**src/rtl/i2c_sniff_pkg.sv**
```systemverilog
package i2c_sniff_pkg;

   localparam int BYTE_W = 8;
   localparam int CODE_W = 4;
   localparam int BIT_IDX_W = $clog2(BYTE_W);

   typedef enum logic [CODE_W-1:0] {
      EV_NONE    = 4'd0,
      EV_START   = 4'd1,
      EV_RSTART  = 4'd2,
      EV_STOP    = 4'd3,
      EV_ACK     = 4'd4,
      EV_NACK    = 4'd5,
      EV_ADDR_RD = 4'd6,
      EV_ADDR_WR = 4'd7,
      EV_DATA_RD = 4'd8,
      EV_DATA_WR = 4'd9
   } ev_code_e;

   typedef enum logic [1:0] {
      PH_IDLE,
      PH_ADDR,
      PH_ACK,
      PH_DATA
   } phase_e;

   typedef enum logic [1:0] {
      DIR_UNK,
      DIR_RD,
      DIR_WR
   } dir_e;

   typedef struct packed {
      logic lvl;
      logic rise;
      logic fall;
   } line_t;

   function automatic logic [BYTE_W-1:0] fmt_addr(input logic [BYTE_W-1:0] b,
                                                  input logic raw);
      return raw ? b : {1'b0, b[BYTE_W-1:1]};
   endfunction

endpackage

```
**src/rtl/i2c_sniff_line_sync.sv**
```systemverilog
module i2c_sniff_line_sync
   import i2c_sniff_pkg::*;
#(
   parameter int   STAGES    = 2,
   parameter logic RESET_LVL = 1'b1
) (
   input  logic  clk,
   input  logic  rst,
   input  logic  din,
   output line_t q
);

   localparam int LAST = STAGES - 1;

   generate
      if (STAGES < 2) begin : g_bad_stages
         $error("i2c_sniff_line_sync: STAGES must be at least 2");
      end
   endgenerate

   logic [STAGES-1:0] chain;
   logic              prev;

   generate
      for (genvar gi = 0; gi < STAGES; gi++) begin : g_stage
         if (gi == 0) begin : g_first
            always_ff @(posedge clk) begin
               if (rst) chain[gi] <= RESET_LVL;
               else     chain[gi] <= din;
            end
         end else begin : g_next
            always_ff @(posedge clk) begin
               if (rst) chain[gi] <= RESET_LVL;
               else     chain[gi] <= chain[gi-1];
            end
         end
      end
   endgenerate

   always_ff @(posedge clk) begin
      if (rst) prev <= RESET_LVL;
      else     prev <= chain[LAST];
   end

   always_comb begin
      q.lvl  = chain[LAST];
      q.rise = chain[LAST] & ~prev;
      q.fall = ~chain[LAST] & prev;
   end

endmodule

```
**src/rtl/i2c_sniff_framer.sv**
```systemverilog
module i2c_sniff_framer
   import i2c_sniff_pkg::*;
(
   input  logic              clk,
   input  logic              rst,
   input  line_t             scl,
   input  line_t             sda,
   input  logic              addr_raw,
   output logic              ev_valid,
   output logic [CODE_W-1:0] ev_code,
   output logic [BYTE_W-1:0] ev_data,
   output logic              seg_start,
   output logic              seg_bit,
   output logic              seg_stop
);

   localparam logic [BIT_IDX_W-1:0] LAST_BIT = BIT_IDX_W'(BYTE_W - 1);

   phase_e               phase;
   dir_e                 dir;
   logic                 rep_flag;
   logic [BYTE_W-1:0]    shreg;
   logic [BIT_IDX_W-1:0] bcnt;
   logic                 val_q;
   ev_code_e             code_q;
   logic [BYTE_W-1:0]    data_q;

   logic              start_cond;
   logic              stop_cond;
   logic [BYTE_W-1:0] nb;
   logic              byte_done;

   always_comb begin
      start_cond = scl.lvl & ~scl.rise & sda.fall;
      stop_cond  = scl.lvl & ~scl.rise & sda.rise;
      nb         = {shreg[BYTE_W-2:0], sda.lvl};
      byte_done  = (bcnt == LAST_BIT);
      seg_bit    = scl.rise & ((phase == PH_ADDR) | (phase == PH_DATA));
      seg_start  = start_cond & ((phase == PH_IDLE) | (phase == PH_DATA));
      seg_stop   = stop_cond & (phase == PH_DATA);
   end

   always_ff @(posedge clk) begin
      if (rst) begin
         phase    <= PH_IDLE;
         dir      <= DIR_UNK;
         rep_flag <= 1'b0;
         shreg    <= '0;
         bcnt     <= '0;
         val_q    <= 1'b0;
         code_q   <= EV_NONE;
         data_q   <= '0;
      end else begin
         val_q  <= 1'b0;
         code_q <= EV_NONE;
         data_q <= '0;
         unique case (phase)
            PH_IDLE: begin
               if (start_cond) begin
                  val_q    <= 1'b1;
                  code_q   <= rep_flag ? EV_RSTART : EV_START;
                  rep_flag <= 1'b1;
                  dir      <= DIR_UNK;
                  shreg    <= '0;
                  bcnt     <= '0;
                  phase    <= PH_ADDR;
               end
            end
            PH_ADDR: begin
               if (scl.rise) begin
                  shreg <= nb;
                  if (byte_done) begin
                     bcnt   <= '0;
                     dir    <= nb[0] ? DIR_RD : DIR_WR;
                     val_q  <= 1'b1;
                     code_q <= nb[0] ? EV_ADDR_RD : EV_ADDR_WR;
                     data_q <= fmt_addr(nb, addr_raw);
                     phase  <= PH_ACK;
                  end else begin
                     bcnt <= bcnt + 1'b1;
                  end
               end
            end
            PH_ACK: begin
               if (scl.rise) begin
                  val_q  <= 1'b1;
                  code_q <= sda.lvl ? EV_NACK : EV_ACK;
                  phase  <= PH_DATA;
               end
            end
            PH_DATA: begin
               if (scl.rise) begin
                  shreg <= nb;
                  if (byte_done) begin
                     bcnt   <= '0;
                     val_q  <= 1'b1;
                     code_q <= (dir == DIR_RD) ? EV_DATA_RD : EV_DATA_WR;
                     data_q <= nb;
                     phase  <= PH_ACK;
                  end else begin
                     bcnt <= bcnt + 1'b1;
                  end
               end else if (start_cond) begin
                  val_q    <= 1'b1;
                  code_q   <= rep_flag ? EV_RSTART : EV_START;
                  rep_flag <= 1'b1;
                  dir      <= DIR_UNK;
                  shreg    <= '0;
                  bcnt     <= '0;
                  phase    <= PH_ADDR;
               end else if (stop_cond) begin
                  val_q    <= 1'b1;
                  code_q   <= EV_STOP;
                  rep_flag <= 1'b0;
                  dir      <= DIR_UNK;
                  bcnt     <= '0;
                  phase    <= PH_IDLE;
               end
            end
            default: phase <= PH_IDLE;
         endcase
      end
   end

   assign ev_valid = val_q;
   assign ev_code  = code_q;
   assign ev_data  = data_q;

endmodule

```
**src/rtl/i2c_sniff_rate_meter.sv**
```systemverilog
module i2c_sniff_rate_meter #(
   parameter int CYC_W    = 24,
   parameter int BIT_W    = 16,
   parameter bit SATURATE = 1'b1
) (
   input  logic             clk,
   input  logic             rst,
   input  logic             seg_start,
   input  logic             seg_bit,
   input  logic             seg_stop,
   output logic             rate_valid,
   output logic [CYC_W-1:0] rate_cycles,
   output logic [BIT_W-1:0] rate_bits
);

   localparam logic [CYC_W-1:0] CYC_ONE = CYC_W'(1);
   localparam logic [BIT_W-1:0] BIT_ONE = BIT_W'(1);

   generate
      if (CYC_W < 4) begin : g_bad_cyc
         $error("i2c_sniff_rate_meter: CYC_W must be at least 4");
      end
      if (BIT_W < 4) begin : g_bad_bit
         $error("i2c_sniff_rate_meter: BIT_W must be at least 4");
      end
   endgenerate

   logic [CYC_W-1:0] cyc_cnt;
   logic [CYC_W-1:0] cyc_inc;
   logic [BIT_W-1:0] bit_cnt;
   logic [BIT_W-1:0] bit_inc;

   generate
      if (SATURATE) begin : g_sat
         assign cyc_inc = (&cyc_cnt) ? cyc_cnt : cyc_cnt + CYC_ONE;
         assign bit_inc = (&bit_cnt) ? bit_cnt : bit_cnt + BIT_ONE;
      end else begin : g_wrap
         assign cyc_inc = cyc_cnt + CYC_ONE;
         assign bit_inc = bit_cnt + BIT_ONE;
      end
   endgenerate

   always_ff @(posedge clk) begin
      if (rst) begin
         cyc_cnt <= '0;
         bit_cnt <= '0;
      end else if (seg_start) begin
         cyc_cnt <= '0;
         bit_cnt <= '0;
      end else begin
         cyc_cnt <= cyc_inc;
         if (seg_bit) bit_cnt <= bit_inc;
      end
   end

   always_ff @(posedge clk) begin
      if (rst) begin
         rate_valid  <= 1'b0;
         rate_cycles <= '0;
         rate_bits   <= '0;
      end else begin
         rate_valid <= seg_stop;
         if (seg_stop) begin
            rate_cycles <= cyc_inc;
            rate_bits   <= bit_cnt;
         end
      end
   end

endmodule

```
**src/rtl/i2c_bus_sniffer.sv**
```systemverilog
module i2c_bus_sniffer
   import i2c_sniff_pkg::*;
#(
   parameter int SYNC_STAGES = 2,
   parameter int CYC_W       = 24,
   parameter int BIT_W       = 16,
   parameter bit SATURATE    = 1'b1
) (
   input  logic              clk,
   input  logic              rst,
   input  logic              scl_in,
   input  logic              sda_in,
   input  logic              addr_raw_mode,
   output logic              ev_valid,
   output logic [CODE_W-1:0] ev_code,
   output logic [BYTE_W-1:0] ev_data,
   output logic              rate_valid,
   output logic [CYC_W-1:0]  rate_cycles,
   output logic [BIT_W-1:0]  rate_bits
);

   localparam int N_LINES  = 2;
   localparam int LINE_SCL = 0;
   localparam int LINE_SDA = 1;

   logic [N_LINES-1:0] raw_lines;
   line_t              ln [N_LINES];
   logic               seg_start;
   logic               seg_bit;
   logic               seg_stop;

   assign raw_lines[LINE_SCL] = scl_in;
   assign raw_lines[LINE_SDA] = sda_in;

   generate
      for (genvar gl = 0; gl < N_LINES; gl++) begin : g_line
         i2c_sniff_line_sync #(
            .STAGES   (SYNC_STAGES),
            .RESET_LVL(1'b1)
         ) u_sync (
            .clk(clk),
            .rst(rst),
            .din(raw_lines[gl]),
            .q  (ln[gl])
         );
      end
   endgenerate

   i2c_sniff_framer u_framer (
      .clk      (clk),
      .rst      (rst),
      .scl      (ln[LINE_SCL]),
      .sda      (ln[LINE_SDA]),
      .addr_raw (addr_raw_mode),
      .ev_valid (ev_valid),
      .ev_code  (ev_code),
      .ev_data  (ev_data),
      .seg_start(seg_start),
      .seg_bit  (seg_bit),
      .seg_stop (seg_stop)
   );

   i2c_sniff_rate_meter #(
      .CYC_W   (CYC_W),
      .BIT_W   (BIT_W),
      .SATURATE(SATURATE)
   ) u_rate (
      .clk        (clk),
      .rst        (rst),
      .seg_start  (seg_start),
      .seg_bit    (seg_bit),
      .seg_stop   (seg_stop),
      .rate_valid (rate_valid),
      .rate_cycles(rate_cycles),
      .rate_bits  (rate_bits)
   );

endmodule

```
**config.mk**
```make
export PLATFORM = sky130hd
export DESIGN_NAME = i2c_bus_sniffer
export DESIGN_NICKNAME = d
export VERILOG_FILES = /design/src/rtl/i2c_sniff_pkg.sv /design/src/rtl/i2c_sniff_line_sync.sv /design/src/rtl/i2c_sniff_framer.sv /design/src/rtl/i2c_sniff_rate_meter.sv /design/src/rtl/i2c_bus_sniffer.sv
export SDC_FILE = /design/constraint.sdc
export NUM_CORES = 1
export LEC_CHECK = 0
export CAP_MARGIN = 5
export CORE_MARGIN = 4
export CORE_UTILIZATION = 60
export CTS_BUF_LIST = sky130_fd_sc_hd__clkbuf_4 sky130_fd_sc_hd__clkbuf_8
export DETAILED_ROUTE_END_ITERATION = 8
export PLACE_DENSITY = 0.82
export SYNTH_ARGS = -nofsm -noshare
export SYNTH_HDL_FRONTEND = slang
export SYNTH_SLANG_ARGS = --single-unit
```
**constraint.sdc**
```tcl
create_clock -name clk -period 3.7 [get_ports clk]
set_input_delay 1.11 -clock clk [delete_from_list [all_inputs] [get_ports clk]]
set_output_delay 1.11 -clock clk [all_outputs]
set_load 0.1 [all_outputs]
```
==> results of run 1 <==
-- worst max-delay path by stage --
stage                           start                 end  slack [ps]  cells after the start
floorplan           u_framer.phase[0]     u_framer.dir[0]        1560                      7
global placement                  rst   u_framer.shreg[4]        1040                      4
detailed placement                rst   u_framer.shreg[1]        1000                      4
CTS                 u_framer.phase[1]  u_rate.bit_cnt[15]        1140                      7
global route        u_framer.phase[1]  u_rate.bit_cnt[15]         910                      7
finish              u_framer.phase[1]  u_rate.bit_cnt[15]        1100                      7
-- worst reg2reg max path, stage by stage, from the launching register on --
cell and delay (ps):
dfxtp_1 330, inv_1 120, ha_1 470, nor2_1 120
or3_1 490, nor4_2 400, or4b_1 480, a21oi_1 150
-- registers in the layout (all words and copies together), names as in the netlist --
register	count
g_line.u_sync.chain	2
u_framer.phase	2
u_framer.ev_code	4
u_rate.bit_cnt	16
u_rate.cyc_cnt	24
u_framer.dir	2
u_rate.rate_bits	16
g_line.u_sync.q	2
u_rate.rate_cycles	24
u_framer.ev_data	8
u_framer.rep_flag	1
g_line.u_sync.prev	2
u_framer.ev_valid	1
u_framer.bcnt	3
u_rate.rate_valid	1
u_framer.shreg	7
-- kinds of logic (layout without fill, tap and decap cells) --
group / Yosys count / in the layout
AOI/OAI and AO/OA: 143 / 143
xor gates and xnor gates: 28 / 28
adders and majority gates: 10 / 10
buffers and inverters: 39 / 105
DFF: 115 / 115
muxes: 4 / 4
and+or+nand+nor: 216 / 216
-- final cells by class --
class                           count  share of cell area, %
Multi-Input combinational cell    401                  41.19
Sequential cell                   115                  39.83
Timing Repair Buffer               65                  8.615
Clock buffer                       21                  4.892
Clock inverter                     10                  2.684
Tap cell                          102                  2.208
Inverter                            9                 0.5844
-- cell usage in the layout (no fill, tap or decap), types with 3 or more instances in the layout --
master	count
dfxtp_1	115
nand2_1	69
buf_4	61
a21oi_1	58
nor2_1	54
o21ai_0	29
xnor2_1	25
clkbuf_8	20
nand3_1	19
and3_1	10
a211oi_1	10
ha_1	10
or2_2	9
inv_1	8
a22oi_1	8
nand4_1	7
a22o_1	7
nor3_1	6
nand2b_1	5
or4_1	5
nor4_1	5
or3_1	4
and4_1	4
o31ai_1	4
a21o_1	4
mux2i_1	4
o22ai_1	4
bufinv_16	4
clkinv_2	4
clkdlybuf4s50_1	4
nor4_2	3
xor2_1	3
and2_1	3
nor4b_1	3
-- stage by stage --
stage	cells	total power, uW
after floorplan	555	1463
after global placement	692	1505
after detailed placement	692	1513
after CTS	723	2773
after global routing	723	2861
final	723	2760
-- power by group through the flow --
| stage | Combinational, uW | Sequential [uW] | Clock (uW) |
|---|---|---|---|
| after floorplan | 129 | 1330 | 0 |
| after global placement | 205 | 1300 | 0 |
| after detailed placement | 213 | 1300 | 0 |
| after CTS | 214 | 1270 | 1290 |
| after global routing | 240 | 1270 | 1350 |
| final | 216 | 1270 | 1270 |
-- metal layers --
layer | routed length (um) | share of wire (%) | up-vias | GRT usage, %
met2 | 5130 | 48 | 151 | 37.69
li1 | - | - | 2087 | -
met4 | 136 | 1.3 | 0 | 8.626
met1 | 4844 | 45 | 1961 | 30.62
met3 | 666 | 6.2 | 14 | 7.322
met5 | 0 | 0 | - | 0
==> out/summary.md, run 1 <==
• Power Density: 477.5 nW/um^2
• main area contributors after synthesis: dfxtp_1 (48%), a21oi_1 (6.0%), nand2_1 (5.4%)
• utilization after layout: 74.42%
• worst reg2reg startpoint: u_framer.phase[1]
• number of I/O pins: 59
• final setup violation count: 0
• critical path data required time: 4060 ps
• initial antenna violation count: 0
• WL final: 10.78 mm
• CTS Root Cell: clkbuf_8
• routed via count: 4213
• number of flip-flops and latches in the synthesized netlist: 115
• capturing point of the worst reg2reg path: u_rate.bit_cnt[15]
• post-synthesis share of cell area spent on and, or, nand and nor gates: 22.32%
• first-pass iteration count of the detailed router: 5
• most frequently used flop master after synthesis: dfxtp_1
• clock tree from TritonCTS: done
• clock latency of the later-clocked register in the worst-skew pair: 420 ps
• post-route clock period utilization: 70.36%
• fraction of layout cells with a size suffix above 1: 18.04%
• Residual DRC: 0
• area taken by flip-flops and latches: 2302 um^2
• Post-synth top cells: dfxtp_1 (115), nand2_1 (69), a21oi_1 (58)
• instance count along the most critical hold path: 1
• weighted congestion reported at the end of routability-driven placement: 0.8473
• category of the critical setup timing path: flop to flop
• run status: complete, no violations
• grt total ovfl: 0
• DP Worst Slack: 997.6 ps
• count of buffers from port buffering: 58
• transition at the pin with the smallest max-transition slack: 986.4 ps
• Hold WS: 412.4 ps
• library cell with the highest instance count after synthesis: dfxtp_1
• Relative slew margins: 34.24%
• Max Clk Rate: 384.1 MHz
• overall fraction of global-route tracks in use: 23.79%
• data arrival time of the critical path: 2960 ps
• buffer levels on the longest clock path: 2
• die width: 97.64 um
• area share of fa/ha/maj cells after synthesis: 2.595%
• Post-Synthesis Net Count: 570
• portion of synthesized cell area occupied by the leading cell type: 47.75%
• register-to-register setup slack: 1100 ps
• standard-cell rows: 32
• asr flop ratio synth: 0%
• endpoint type of the worst setup path: flop
• maximum capacitance violations: 0
• cell family contributing the most delay on the critical path: simple AND/OR/NAND/NOR gates
• unique cell type count in the Yosys netlist: 54
• count of instances resized after the clock tree is built: 0
• maximum VDD drop: 0.3037 mV
• final setup slack of the worst path: 1097 ps
• global-route wire length before repair: 18.88 mm
• Hold-fix buffers, CTS: 0
• combined area of the multi-input logic cells: 2381 um^2
• gate count after technology mapping: 555
• type of the worst min-delay path: flop to flop
• switching power summed over all nets: 647.8 uW
• placement-stage cell area: 5343 um^2
• largest net degree at the start of global routing: 39
• Compound-Gate Fraction of Synth Area: 18.32%
• clock-pin slew on the worst setup and hold paths: 70 ps
• share of power burned in registers: 46.1%
• WHS Endpoint: g_line[1].u_sync.q[2]
• CTS Sinks: 115
• fraction of synthesized cell area in xor and xnor cells: 5.087%
• count of antenna-violating nets left after detailed routing: 0
• mean routed wirelength per cell: 14.91 um
• max-slew violations: 0
• layout overhead on the synthesized area: 19.91%
• leak pwr: 0.002128 uW
• die outline area: 9533 um^2
• worst-path cell chain: inv_1 > ha_1 > nor2_1 > or3_1 > nor4_2 > or4b_1 > a21oi_1
• average footprint of a synthesized cell: 8.686 um^2
• combinational share of power: 7.8%
• DP Wirelength: 7.373 mm
• internal power: 2113 uW
• Chip Height: 97.64 um
• Synth Warn #: 0
• critical path peak fanout: 13
• Yosys top cell by area: dfxtp_1
• core outline area: 7767 um^2
• Layout Nets: 624
• Buf/Inv on CP: 1
• slowest stage cell on the critical path: or3_1
• sequential area share after synthesis: 47.75%
• total non-filler cell area in the finished layout: 5781 um^2
• count of flip-flops with a built-in enable after synthesis: 0
• hold path startpoint: g_line[1].u_sync.chain[0]
• antenna cells: 0
• starting utilization of the core area: 62.07%
• number of hold violations in the final report: 0
• Post-CTS Setup Repair Bufs: 0
• filler cell count: 580
• Worst Reg2Reg Path Length in Cells: 7
• share of synthesized area spent on multiplexers: 0.8305%
• via density per instance: 5.827
• net switching share of the total power: 23.47%
• sum of negative setup slack: 0 ps
• part of the power in the clock network: 46.0%
• Netlist Area Pre-Place: 4821 um^2
• main combinational cell family by area after synthesis: simple AND/OR/NAND/NOR gates
• Clock Skew: 6.862 ps
• via count of the first global-routing pass: 4109
• Startpoint Class: flop
• unrepaired setup endpoints after global routing: no
• Inserted Clock Buffers: 17
• H-tree Lvls: 4
• CP peak stage delay: 490 ps
• Final Critical Period: 2603 ps
• 1st-iter DRT viols: 204
(Power assumes the default switching activity.)
==> run 2, diff against run 1 <==
- CORE_UTILIZATION: 60 -> 52
- PLACE_DENSITY: 0.82 -> 0.75
- clock period: 3.7 -> 2.14 ns (I/O delays scaled with it)
==> out/summary.md, run 2 (same netlist as run 1, synthesis figures left out) <==
• standard-cell rows: 34, was 32
• Layout Nets: 654, was 624
• weighted congestion reported at the end of routability-driven placement: 0.8596, was 0.8473
• number of I/O pins: 59, unchanged
• number of cells in the finished layout apart from fillers: 760, was 723
• total non-filler cell area in the finished layout: 6626 um^2, was 5781 um^2
• Inst Count DP: 726, was 692
• data arrival time of the critical path: 2360 ps, was 2960 ps
• critical path peak fanout: 7, was 13
• largest registers: u_rate.cyc_cnt (24), u_rate.rate_cycles (24), unchanged
• starting utilization of the core area: 54.22%, was 62.07%
• Max Clk Rate: 487.0 MHz, was 384.1 MHz
• placement-stage cell area: 6098 um^2, was 5343 um^2
• Power Density: 750.8 nW/um^2, was 477.5 nW/um^2
• global-route wire length before repair: 20.82 mm, was 18.88 mm
• WL final: 12.27 mm, was 10.78 mm
• leak pwr: 0.002410 uW, was 0.002128 uW
• layout overhead on the synthesized area: 37.45%, was 19.91%
• category of the critical setup timing path: flop to flop, unchanged
• via density per instance: 5.788, was 5.827
• combinational share of power: 8.8%, was 7.8%
• die width: 104.3 um, was 97.64 um
• CTS Sinks: 115, unchanged
• clock tree from TritonCTS: done, unchanged
• via count of the first global-routing pass: 4329, was 4109
• Startpoint Class: flop, unchanged
• DP Wirelength: 8.556 mm, was 7.373 mm
• grt total ovfl: 0, unchanged
• sum of internal, switching and leakage power: 4975 uW, was 2760 uW
• number of hold violations in the final report: 0, unchanged
• max-slew violations: 0, unchanged
• antenna cells: 0, unchanged
• Final Critical Period: 2053 ps, was 2603 ps
• Chip Height: 104.3 um, was 97.64 um
• routed via count: 4399, was 4213
• commonest cells after routing, fill and taps aside: dfxtp_1 (112), nand2_1 (68), a21oi_1 (58), was dfxtp_1 (115), nand2_1 (69), buf_4 (61)
• Residual DRC: 0, unchanged
• largest net degree at the start of global routing: 24, was 39
• H-tree Lvls: 4, unchanged
• sum of negative setup slack: 0 ps, unchanged
• first-pass iteration count of the detailed router: 5, unchanged
• clock latency of the later-clocked register in the worst-skew pair: 430 ps, was 420 ps
• mean routed wirelength per cell: 16.14 um, was 14.91 um
• Relative slew margins: 48.75%, was 34.24%
• Hold-fix buffers, CTS: 0, unchanged
• maximum VDD drop: 0.4754 mV, was 0.3037 mV
• internal power: 3786 uW, was 2113 uW
• Inserted Clock Buffers: 17, unchanged
• fraction of layout cells with a size suffix above 1: 23.01%, was 18.04%
• post-route clock period utilization: 95.94%, was 70.36%
• count of buffers from port buffering: 58, unchanged
• unrepaired setup endpoints after global routing: no, unchanged
• endpoint type of the worst setup path: flop, unchanged
• overall fraction of global-route tracks in use: 23.06%, was 23.79%
• CTS Root Cell: clkbuf_8, unchanged
• 1st-iter DRT viols: 267, was 204
• die outline area: 10880 um^2, was 9533 um^2
• final setup slack of the worst path: 86.80 ps, was 1097 ps
• initial antenna violation count: 0, unchanged
• part of the power in the clock network: 47.1%, was 46.0%
• register-to-register setup slack: 90 ps, was 1100 ps
• net switching share of the total power: 23.90%, was 23.47%
• run status: complete, no violations, unchanged
• leading cell type in the layout, fill and taps excluded: dfxtp_1, unchanged
• transition at the pin with the smallest max-transition slack: 762.9 ps, was 986.4 ps
• critical path data required time: 2450 ps, was 4060 ps
• clock-pin slew on the worst setup and hold paths: 70 ps, about the same
• switching power summed over all nets: 1189 uW, was 647.8 uW
• count of antenna-violating nets left after detailed routing: 0, unchanged
• type of the worst min-delay path: flop to flop, unchanged
• final setup violation count: 0, unchanged
• Clock Skew: 9.444 ps, was 6.862 ps
• DP Worst Slack: -12.72 ps, was 997.6 ps
• core outline area: 8891 um^2, was 7767 um^2
• buffer levels on the longest clock path: 2, unchanged
• maximum capacitance violations: 0, unchanged
• share of power burned in registers: 44.2%, was 46.1%
==> run 2: cell types whose count changed in the layout (fill, tap and decap cells not counted), moves of 3 or more <==
cell / delta
buf_4: -15
clkinv_4: +3
buf_12: +44
dfxtp_2: +3
dfxtp_1: -3
==> run 2: power by group through the flow <==
stage               Clock [uW]  Sequential (uW)  Combinational, uW
global placement             0             2240                416
detailed placement           0             2240                428
floorplan                    0             2310                222
global route              2470             2200                475
CTS                       2370             2200                430
finish                    2340             2200                436
==> run 2: cell type report <==
cell class / count / area [um^2]
repair buffers: 95 / 1277
inverters: 9 / 33.78
fillers: 636 / 2265
flip-flops and latches: 115 / 2306
multi-input cells: 401 / 2406
clock inverters: 13 / 206.4
well taps: 108 / 135.1
clock buffers: 19 / 261.5
==> run 2: metal layers <==
metal  track usage [%]  vias to the layer above  part of all wire, %
met5                 0                        -                    0
met4             8.927                        0                  1.8
met3             6.394                       23                  4.9
met2             37.18                      128                   48
met1             29.27                     2106                   45
li1                  -                     2142                    -
==> run 2: final timing paths <==
path / start / end / cells after the start
setup / recovery: u_rate.cyc_cnt[8] / u_rate.rate_cycles[15] / 5
hold / removal: g_line[0].u_sync.chain[0] / g_line[0].u_sync.q[2] / 1
setup reg to reg: u_rate.cyc_cnt[8] / u_rate.rate_cycles[15] / 5
hold reg to reg: g_line[0].u_sync.chain[0] / g_line[0].u_sync.q[2] / 1
==> run 2: timing repair <==
| item | CTS | global route |
|---|---|---|
| hold endpoints to repair | 0 | 0 |
| pin swaps | 0 | 5 |
| buffers inserted | 0 | 2 |
| setup endpoints to repair | 3 | 26 |
| gates resized for setup | 2 | 8 |
==> run 2: worst max-delay path, stage by stage, from the launching register on <==
cell and delay [ps]:
dfxtp_1 420, nand4_1 210, or4_4 530, a2111oi_2 410
xnor2_1 250, a21oi_1 120
==> run 2: through the flow <==
step                      hold slack (ps)  utilization [%]
after floorplan                     389.5                -
after detailed placement            394.6            68.59
after global routing                434.1            74.53
after global placement              393.0            68.59
after CTS                           416.2            73.97
final                               412.3            74.53
==> run 3, diff against run 2 <==
- CAP_MARGIN: 5 -> unset
==> results of run 3 <==
Same layout as run 2: the final DEF is identical, and so are final timing and power.
